[config.mk]
export PLATFORM = sky130hd
export DESIGN_NAME = ofs_issue_select
export DESIGN_NICKNAME = d
export VERILOG_FILES = /design/src/rtl/ofs_sel_pkg.sv /design/src/rtl/ofs_ready_pool.sv /design/src/rtl/ofs_age_list.sv /design/src/rtl/ofs_issue_pick.sv /design/src/rtl/ofs_issue_select.sv
export SDC_FILE = /design/constraint.sdc
export NUM_CORES = 2
export LEC_CHECK = 0
export BUFFER_PORTS_ARGS = -buffer_cell sky130_fd_sc_hd__buf_2
export CORE_ASPECT_RATIO = 1.25
export CORE_MARGIN = 4
export CORE_UTILIZATION = 34
export DETAILED_ROUTE_END_ITERATION = 7
export SLEW_MARGIN = 30
export SYNTH_ARGS = -nofsm -noshare
export SYNTH_HDL_FRONTEND = slang
export SYNTH_SLANG_ARGS = --single-unit
[constraint.sdc]
create_clock -name clk -period 62.8 [get_ports clk]
set_clock_uncertainty 0.15 [all_clocks]
set_input_delay 9.42 -clock clk [delete_from_list [all_inputs] [get_ports clk]]
set_output_delay 9.42 -clock clk [all_outputs]
set_load 0.03 [all_outputs]
[src/rtl/ofs_sel_pkg.sv]
package ofs_sel_pkg;
   localparam int unsigned DEF_CLASSES = 4;
   localparam int unsigned DEF_DEPTH   = 8;
   localparam int unsigned DEF_SEQ_W   = 8;
   localparam int unsigned DEF_ISSUE_W = 2;
   localparam int unsigned DEF_PAY_W   = 16;
   localparam int unsigned DEF_CNT_W   = 16;
endpackage

[src/rtl/ofs_ready_pool.sv]
module ofs_ready_pool #(
   parameter int unsigned DEPTH = ofs_sel_pkg::DEF_DEPTH,
   parameter int unsigned SEQ_W = ofs_sel_pkg::DEF_SEQ_W,
   parameter int unsigned PAY_W = ofs_sel_pkg::DEF_PAY_W
) (
   input  logic             clk,
   input  logic             rst_n,
   input  logic             ins_en,
   input  logic [SEQ_W-1:0] ins_seq,
   input  logic [PAY_W-1:0] ins_pay,
   input  logic             pop_en,
   input  logic             sq_en,
   input  logic [SEQ_W-1:0] sq_seq,
   output logic             full_o,
   output logic [SEQ_W-1:0] head_seq_o,
   output logic [PAY_W-1:0] head_pay_o,
   output logic             nxt_any_o,
   output logic [SEQ_W-1:0] nxt_head_o
);
   localparam int unsigned IDX_W = $clog2(DEPTH);

   logic [DEPTH-1:0]            vld_q, vld_n;
   logic [DEPTH-1:0][SEQ_W-1:0] seq_q, seq_n;
   logic [DEPTH-1:0][PAY_W-1:0] pay_q;
   logic [IDX_W-1:0]            head_idx, free_idx;
   logic                        head_hit, free_hit, wr_en;

   // current oldest entry and first free slot
   always_comb begin
      head_hit = 1'b0;
      head_idx = '0;
      free_hit = 1'b0;
      free_idx = '0;
      for (int i = 0; i < int'(DEPTH); i++) begin
         if (vld_q[i] && (!head_hit || seq_q[i] < seq_q[head_idx])) begin
            head_hit = 1'b1;
            head_idx = IDX_W'(i);
         end
         if (!vld_q[i] && !free_hit) begin
            free_hit = 1'b1;
            free_idx = IDX_W'(i);
         end
      end
   end

   assign full_o     = &vld_q;
   assign head_seq_o = head_hit ? seq_q[head_idx] : '0;
   assign head_pay_o = head_hit ? pay_q[head_idx] : '0;
   assign wr_en      = ins_en && free_hit && !sq_en;

   // next state: squash takes precedence over pop and insert
   always_comb begin
      vld_n = vld_q;
      seq_n = seq_q;
      if (sq_en) begin
         for (int i = 0; i < int'(DEPTH); i++)
            if (vld_q[i] && seq_q[i] > sq_seq) vld_n[i] = 1'b0;
      end else begin
         if (pop_en && head_hit) vld_n[head_idx] = 1'b0;
         if (wr_en) begin
            vld_n[free_idx] = 1'b1;
            seq_n[free_idx] = ins_seq;
         end
      end
   end

   // oldest tag after this edge, feeding the age-order list
   always_comb begin
      nxt_any_o  = 1'b0;
      nxt_head_o = '0;
      for (int i = 0; i < int'(DEPTH); i++) begin
         if (vld_n[i] && (!nxt_any_o || seq_n[i] < nxt_head_o)) begin
            nxt_any_o  = 1'b1;
            nxt_head_o = seq_n[i];
         end
      end
   end

   always_ff @(posedge clk) begin
      if (!rst_n) vld_q <= '0;
      else        vld_q <= vld_n;
   end

   always_ff @(posedge clk) begin
      seq_q <= seq_n;
      if (wr_en) pay_q[free_idx] <= ins_pay;
   end
endmodule

[src/rtl/ofs_age_list.sv]
module ofs_age_list #(
   parameter int unsigned CLASSES = ofs_sel_pkg::DEF_CLASSES,
   parameter int unsigned SEQ_W   = ofs_sel_pkg::DEF_SEQ_W,
   localparam int unsigned CLS_W  = $clog2(CLASSES),
   localparam int unsigned LEN_W  = $clog2(CLASSES + 1)
) (
   input  logic                              clk,
   input  logic                              rst_n,
   input  logic [CLASSES-1:0]                any_i,
   input  logic [CLASSES-1:0][SEQ_W-1:0]     head_i,
   output logic [CLASSES-1:0][CLS_W-1:0]     ord_o,
   output logic [LEN_W-1:0]                  len_o,
   output logic [CLASSES-1:0]                on_list_o
);
   logic [CLASSES-1:0][CLS_W-1:0] ord_n;

   // each listed class lands at the slot equal to the number of older heads
   always_comb begin
      ord_n = '0;
      for (int c = 0; c < int'(CLASSES); c++) begin
         int rank;
         rank = 0;
         for (int k = 0; k < int'(CLASSES); k++) begin
            if (k != c && any_i[k] &&
                (head_i[k] < head_i[c] || (head_i[k] == head_i[c] && k < c)))
               rank++;
         end
         if (any_i[c]) ord_n[rank] = CLS_W'(c);
      end
   end

   always_ff @(posedge clk) begin
      if (!rst_n) begin
         ord_o     <= '0;
         len_o     <= '0;
         on_list_o <= '0;
      end else begin
         ord_o     <= ord_n;
         len_o     <= LEN_W'($countones(any_i));
         on_list_o <= any_i;
      end
   end
endmodule

[src/rtl/ofs_issue_pick.sv]
module ofs_issue_pick #(
   parameter int unsigned CLASSES = ofs_sel_pkg::DEF_CLASSES,
   parameter int unsigned ISSUE_W = ofs_sel_pkg::DEF_ISSUE_W,
   localparam int unsigned CLS_W  = $clog2(CLASSES),
   localparam int unsigned LEN_W  = $clog2(CLASSES + 1)
) (
   input  logic [CLASSES-1:0][CLS_W-1:0] ord_i,
   input  logic [LEN_W-1:0]              len_i,
   input  logic [CLASSES-1:0]            busy_i,
   input  logic                          hold_i,
   output logic [ISSUE_W-1:0]            lane_vld_o,
   output logic [ISSUE_W-1:0][CLS_W-1:0] lane_cls_o,
   output logic [CLASSES-1:0]            take_o,
   output logic [LEN_W-1:0]              skip_o
);
   always_comb begin
      int lane;
      int skip;
      lane       = 0;
      skip       = 0;
      lane_vld_o = '0;
      lane_cls_o = '0;
      take_o     = '0;
      if (!hold_i) begin
         for (int p = 0; p < int'(CLASSES); p++) begin
            if (LEN_W'(p) < len_i && lane < int'(ISSUE_W)) begin
               if (busy_i[ord_i[p]]) begin
                  skip++;
               end else begin
                  lane_vld_o[lane] = 1'b1;
                  lane_cls_o[lane] = ord_i[p];
                  take_o[ord_i[p]] = 1'b1;
                  lane++;
               end
            end
         end
      end
      skip_o = LEN_W'(skip);
   end
endmodule

[src/rtl/ofs_issue_select.sv]
module ofs_issue_select #(
   parameter int unsigned CLASSES = ofs_sel_pkg::DEF_CLASSES,
   parameter int unsigned DEPTH   = ofs_sel_pkg::DEF_DEPTH,
   parameter int unsigned SEQ_W   = ofs_sel_pkg::DEF_SEQ_W,
   parameter int unsigned ISSUE_W = ofs_sel_pkg::DEF_ISSUE_W,
   parameter int unsigned PAY_W   = ofs_sel_pkg::DEF_PAY_W,
   parameter int unsigned CNT_W   = ofs_sel_pkg::DEF_CNT_W,
   localparam int unsigned CLS_W  = $clog2(CLASSES),
   localparam int unsigned LEN_W  = $clog2(CLASSES + 1)
) (
   input  logic                          clk,
   input  logic                          rst_n,
   input  logic                          ins_valid,
   input  logic [CLS_W-1:0]              ins_class,
   input  logic [SEQ_W-1:0]              ins_seq,
   input  logic [PAY_W-1:0]              ins_payload,
   output logic [CLASSES-1:0]            ins_ready,
   input  logic [CLASSES-1:0]            fu_busy,
   input  logic                          squash_valid,
   input  logic [SEQ_W-1:0]              squash_seq,
   output logic [ISSUE_W-1:0]            iss_valid,
   output logic [ISSUE_W-1:0][CLS_W-1:0] iss_class,
   output logic [ISSUE_W-1:0][SEQ_W-1:0] iss_seq,
   output logic [ISSUE_W-1:0][PAY_W-1:0] iss_payload,
   output logic [CNT_W-1:0]              busy_count
);
   if (CLASSES < 2)                        begin : g_chk_cls   $error("CLASSES must be at least 2"); end
   if (DEPTH < 2 || (DEPTH & (DEPTH - 1)) != 0) begin : g_chk_dep $error("DEPTH must be a power of two >= 2"); end
   if (ISSUE_W < 1 || ISSUE_W > CLASSES)   begin : g_chk_iw    $error("ISSUE_W must be in 1..CLASSES"); end
   if (CNT_W < LEN_W)                      begin : g_chk_cnt   $error("CNT_W too narrow"); end

   logic [CLASSES-1:0]            full, nxt_any, take, on_list;
   logic [CLASSES-1:0][SEQ_W-1:0] head_seq, nxt_head;
   logic [CLASSES-1:0][PAY_W-1:0] head_pay;
   logic [CLASSES-1:0][CLS_W-1:0] ord;
   logic [LEN_W-1:0]              len, skip;

   for (genvar c = 0; c < CLASSES; c++) begin : g_pool
      assign ins_ready[c] = !full[c] && !squash_valid;
      ofs_ready_pool #(.DEPTH(DEPTH), .SEQ_W(SEQ_W), .PAY_W(PAY_W)) pool_i (
         .clk        (clk),
         .rst_n      (rst_n),
         .ins_en     (ins_valid && ins_class == CLS_W'(c) && ins_ready[c]),
         .ins_seq    (ins_seq),
         .ins_pay    (ins_payload),
         .pop_en     (take[c]),
         .sq_en      (squash_valid),
         .sq_seq     (squash_seq),
         .full_o     (full[c]),
         .head_seq_o (head_seq[c]),
         .head_pay_o (head_pay[c]),
         .nxt_any_o  (nxt_any[c]),
         .nxt_head_o (nxt_head[c])
      );
   end

   ofs_age_list #(.CLASSES(CLASSES), .SEQ_W(SEQ_W)) order_i (
      .clk       (clk),
      .rst_n     (rst_n),
      .any_i     (nxt_any),
      .head_i    (nxt_head),
      .ord_o     (ord),
      .len_o     (len),
      .on_list_o (on_list)
   );

   ofs_issue_pick #(.CLASSES(CLASSES), .ISSUE_W(ISSUE_W)) pick_i (
      .ord_i      (ord),
      .len_i      (len),
      .busy_i     (fu_busy & on_list),
      .hold_i     (squash_valid),
      .lane_vld_o (iss_valid),
      .lane_cls_o (iss_class),
      .take_o     (take),
      .skip_o     (skip)
   );

   for (genvar l = 0; l < ISSUE_W; l++) begin : g_lane
      assign iss_seq[l]     = iss_valid[l] ? head_seq[iss_class[l]] : '0;
      assign iss_payload[l] = iss_valid[l] ? head_pay[iss_class[l]] : '0;
   end

   logic [CNT_W:0] cnt_sum;
   assign cnt_sum = {1'b0, busy_count} + (CNT_W + 1)'(skip);

   always_ff @(posedge clk) begin
      if (!rst_n)          busy_count <= '0;
      else if (cnt_sum[CNT_W]) busy_count <= '1;
      else                 busy_count <= cnt_sum[CNT_W-1:0];
   end
endmodule

# == Yosys cells after proc, flatten, opt, wreduce, memory -nomap -nowiden ==
# Index checks and enable logic that the tools add are counted.
# classes
div_mod_pow,0
mul,0
order_cmp,166
bitwise_logic,23
shift,0
muxes,471
n_reduce_logical,350
n_eq_ne,9
n_addsub,15
# ops
cell,n
8-bit 2-to-1 mux,90
8-bit binary-select mux with 3-bit select,28
8-bit < comparator,65
128-bit bitwise mux,4
64-bit 2-to-1 mux,8
32-bit 2-to-1 mux,14
16-bit 2-to-1 mux,17
32-bit by 2-bit adder with 32-bit output (second input constant),8
64-bit bitwise mux,4
8-bit greater-than comparator,32
16-bit binary-select mux with 3-bit select,4
16-bit demux with 3-bit select,4
32-bit by 1-bit greater-or-equal comparator with 1-bit output (second input constant),6
32-bit by 3-bit < comparator with 1-bit output (second input constant),6
3-bit 2-to-1 mux,58
1-bit logical AND,170
1-bit 2-to-1 mux,164
3-bit by 4-bit < comparator with 1-bit output (second input constant),32
1-bit zero test,113
8-bit demux with 3-bit select,4
32-bit by 4-bit < comparator with 1-bit output (second input constant),3
4-bit 2-to-1 mux,21
16-bit binary-select mux with 2-bit select,2
1-bit logical OR,62
other kinds (32),115
# totals
ram_bits,0
romBits,0
register_bits,831
elab_cells,1109
latch_bits,0
output_inout_bits,74
memories,0
in_bits,42

# == Depth between registers and ports, before layout ==
# logic_depth
depth_word,98
ltp_mapped,170
depth_no_buf,160

# == Cells and area by module ==
# Synthesis repeated with hierarchy kept, for this count alone.
# unflattened
hier_cells,7085
area_unflattened_um2,64261.6
# by_module_without_submodules
mod,n_inst,area_per_inst_um2,cells_each
ofs_ready_pool (g_pool[0].pool_i ...),2,14802.9,1686
ofs_ready_pool (g_pool[1].pool_i),1,14694.1,1579
ofs_ready_pool (g_pool[3].pool_i),1,14622.8,1559
ofs_issue_select,1,2406.1,217
ofs_age_list,1,2115.8,245
ofs_issue_pick,1,817.0,113

# == Least setup slack after synthesis ==
# OpenSTA, ideal clock, no wires.
# synth_timing
path_kind,register -> register
from,register g_pool[1].pool_i.seq_q[2] (netlist name)
to,register order_i.ord_o[0] (netlist name)
stages_incl_launch_ff,158
path_slack_ns,33.822
period_less_slack_ns,28.978
arrival_time_ns,28.696
setup_ns,0.132
cell_sequence,dfxtp_1 -> inv_1 -> ha_1 -> a211o_1 -> a31oi_1 -> o21a_1 -> nor3_1 -> nor2b_1 -> clkbuf_1 -> nand2_1 -> a21boi_0 -> ha_1 -> a21o_1 -> a21o_1 -> a21oi_1 -> nand3_1 -> mux2i_1 -> o21ai_0 -> [122 not listed] -> a21o_1 -> a21oi_1 -> nand2_1 -> and4b_1 -> o31ai_4 -> buf_6 -> mux2_2 -> ha_1 -> a21o_1 -> a21oi_1 -> o21ai_0 -> o21ai_0 -> inv_1 -> ha_1 -> or2_0 -> a211o_1 -> nand4b_1 -> a21oi_1
# synth_via
elab_chain_cells,97
word_cells_on_any_way,164
cone_classes,add/sub (4); order compare (28); eq/ne (3); mux (68); bitwise (6); reduce/logical (55)
# synth_lines
element,line_no,source
start: declaration,ofs_ready_pool.sv:23,"logic [DEPTH-1:0][SEQ_W-1:0] seq_q, seq_n;"
start signal: assignment,ofs_ready_pool.sv:85,seq_q <= seq_n;
8-bit < comparator,ofs_ready_pool.sv:35,if (vld_q[i] && (!head_hit || seq_q[i] < seq_q[head_idx])) begin
1-bit logical OR,ofs_ready_pool.sv:35,
1-bit logical AND,ofs_ready_pool.sv:35,
1-bit 2-to-1 mux,ofs_ready_pool.sv:35,
8-bit binary-select mux with 3-bit select,ofs_ready_pool.sv:35,
8-bit 2-to-1 mux (implied by the code),ofs_ready_pool.sv:35,
8-bit < comparator,ofs_ready_pool.sv:35,
1-bit logical OR,ofs_ready_pool.sv:35,
[81 not listed],n/a,
1-bit logical AND (implied by the code),ofs_age_list.sv:28,if (any_i[c]) ord_n[rank] = CLS_W'(c);
2-bit 2-to-1 mux (implied by the code),ofs_age_list.sv:28,
2-bit demux with 2-bit select,n/a,
7-bit 2-to-1 mux,ofs_age_list.sv:28,
4-bit AND (no source line),n/a,
8-bit 2-to-1 mux,ofs_age_list.sv:28,
8-bit bitwise OR (no source line),n/a,
8-bit 2-to-1 mux (*),ofs_age_list.sv:28,
end signal: assignment,ofs_age_list.sv:38,ord_o <= ord_n;
end: declaration,ofs_age_list.sv:11,"output logic [CLASSES-1:0][CLS_W-1:0] ord_o,"
# Mark *: on every way between the ends. The rest lies on a longest branch, timed or not. The select of a mux whose other input is x is not followed.
# A chain may end at the register's enable or synchronous reset.

# == Final worst setup path ==
# layout_timing
from,register g_pool[1].pool_i.seq_q[4] (netlist name)
to,register order_i.ord_o[0] (netlist name)
# Same word-level chain as after synthesis.

==> results.ini <==
[clock_network]
clock-sinks=831
insertion_delay_ns=0.75
cts_tree=done
clkSlewWorstSetupHoldPaths_ns=0.07
post_cts_buffers=0
h-tree-depth=3
numCtsBuffers=90
hold_buffers=0
cts_buffer_depth=3
root_buffer=clkbuf_16
cts-resized-gates=0

[floorplanning]
start_util=0.343
die_h_um=488
ioPinCount=116
die_w_um=392
coreArea_sq_mm=0.182
die-area_sq_mm=0.191
rows=175

[critical_path]
arrival_ns=37.14
path_buf_inv=7
cp_common_cell=a21oi_1
crit_required_ns=63.26
r2r-start=g_pool[1].pool_i.seq_q[4]
crit_path_start_kind=flip-flop
slowest_delay_ns=0.77
endpoint_kind=flip-flop
critPathTopFamily=compound AO/OA/AOI/OAI gates
critPathSlowestCell=o31ai_4
cp-startpoint=g_pool[1].pool_i.seq_q[4]
path_max_fanout=16
critPathKind=reg2reg

[synthesis]
synth-seq-cells=831
yosysSeqAreaShare=0.348
synth_top_area_share=0.246
syn_nets=7714
synth_edf_count=512
syn_avg_cell_area_sq_um=9.00
yosysWarnings=0
ys.flop_type=edfxtp_1
synth_commonest_cells=nand2_1, ha_1, edfxtp_1
async_flop_share=0
yosysMostFrequentCell=nand2_1
ys_top_cells_by_area=edfxtp_1, ha_1, dfxtp_1
synth.cell_area_sq_mm=0.0626
yosysTopAreaCell=edfxtp_1
syn_inst=6952
synth_cell_types=130

[global_route]
grtUsageTotal=0.273
grt_pass1_vias=56300
grt_pass1_wl_mm=388
grt_max_degree=60
grt_remaining_overflow=0
antenna_found_initial=20

[routing]
post-route-drc-count=0
drt_first_iter_violations=5585
viasPerCell=6.08
wl_mm=270
vias=57700
ant_nets=0
post_drt_wl_per_cell_um=28.4
first_pass_iters=8

[sta]
slew_viol_final=0
finalCriticalPeriod_ns=36.68
setup_viol=0
fin_hold_ws_ns=0.376
worstMarginPinSlew_ns=1.12
finalCritPeriodShare=0.584
maxSlewHeadroom=0.257
setup-tns-final_ns=0
max_clock_freq_mhz=27.3
hold_violations=0
rsz0062_at_grt=no

[pwr]
combPwrFrac=0.194
p_sw_mw=0.450
sw_frac_of_total=0.309
internal-power_mw=1.01
ir_drop_mv=0.0191
power_leakage_nw=30.3
seqPwrFrac=0.417
powerDensity_mw_per_mm2=20.9
clkPwrFrac=0.389

[layout]
area_growth_pct=11.2
drive_gt1_frac=0.102
nets=7777

[placed_design]
numPortBuffers=115
dp_hpwl_mm=202
place.gp.congestion=1.01

[min_path]
hold_path.class=reg2reg
hp-start=busy_count[12]

[status]
outcome=finished clean

[flow_run]
cap_violations=0

path summary, 6_finish.rpt:
| kind | end | slack (ns) | cells after the start |
|---|---|---|---|
| worst max register to register | order_i.ord_o[0] | 26.12 | 151 |
| worst max-delay path | order_i.ord_o[0] | 26.12 | 151 |
| worst min register to register | busy_count[12] | 0.38 | 2 |
| worst min-delay path | busy_count[12] | 0.38 | 2 |
registers in the layout, indices dropped and copies added, names as in the netlist:
name,cells
g_pool.pool_i.pay_q,512
g_pool.pool_i.seq_q,256
g_pool.pool_i.vld_q,32
busy_count,16
order_i.ord_o,8
order_i.on_list_o,4
order_i.len_o,3
per-layer routing:
metal | share of wire | global-route usage
met5 | 0.00015 | 0
met4 | 0.076 | 0.173
met3 | 0.077 | 0.0480
met2 | 0.46 | 0.454
met1 | 0.39 | 0.327
cell families (layout without fill, tap and decap cells):
| group | Yosys count | in the layout | synth area share |
|---|---|---|---|
| simple gates | 2365 | 2365 | 0.175 |
| compound gates | 1892 | 1892 | 0.206 |
| flops | 831 | 831 | 0.348 |
| fa+ha+maj | 720 | 720 | 0.144 |
| buf+inv | 682 | 816 | 0.0422 |
| mux | 447 | 447 | 0.0828 |
| xor+xnor | 15 | 15 | 0.00210 |
| other cells | 0 | 11 | 0 |
cell type report:
cell class / instances / area, sq um
Clock inverter: 53 / 718
Fill cell: 18400 / 113000
Tap cell: 2389 / 2990
Inverter: 380 / 1430
Sequential cell: 831 / 21800
Timing Repair Buffer: 273 / 1890
Multi-Input combinational cell: 5439 / 38400
Antenna cell: 11 / 27.5
Clock buffer: 110 / 2360
cells in the final DEF (no fill, tap or decap), types with 90 or more instances in the layout:
cell       Yosys  final
o21a_1       113    113
a21o_1       201    200
nand2b_1     116    116
mux2i_1      307    307
nor3_1       117    116
a31oi_1       98     98
inv_1        366    354
o21ai_0      313    308
buf_4          6    151
buf_2         24    115
and2_1        99     97
dfxtp_1      319    319
a21oi_1      456    454
o211ai_1      91     91
nor2_1       478    455
nand3_1      212    211
edfxtp_1     512    512
ha_1         718    718
nand2_1      992    989
clkbuf_16      0     90
worst reg2reg max path: cells and delay by family (launching register included):
kind / cells / cell delay [ns]
AO/OA/AOI/OAI: 79 / 19.43
adder cells (fa/ha/maj): 16 / 4.60
buffers and inverters: 7 / 0.63
flip-flops: 1 / 0.70
multiplexers: 9 / 3.50
AND/OR/NAND/NOR: 40 / 7.57
power by group through the flow:
stage,clock network [mW],logic [mW],registers [mW]
after global placement,0,0.270,0.618
after floorplan,0,0.181,0.607
after global routing,0.595,0.311,0.607
final,0.566,0.283,0.607
after CTS,0.574,0.276,0.607
after detailed placement,0,0.275,0.618
per-stage QoR:
step / std cells / worst slack (ns) / util / cell area (sq um) / total power, mW
CTS: 9473 / 26.75 / 0.381 / 69500 / 1.46
detailed placement: 9310 / 26.90 / 0.364 / 66500 / 0.893
floorplan: 6952 / 33.82 / - / 62600 / 0.788
finish: 9486 / 26.12 / 0.382 / 69600 / 1.46
global placement: 9305 / 26.38 / 0.364 / 66300 / 0.888
global route: 9478 / 23.80 / 0.382 / 69600 / 1.51
Power figures use the tool's default switching activity.
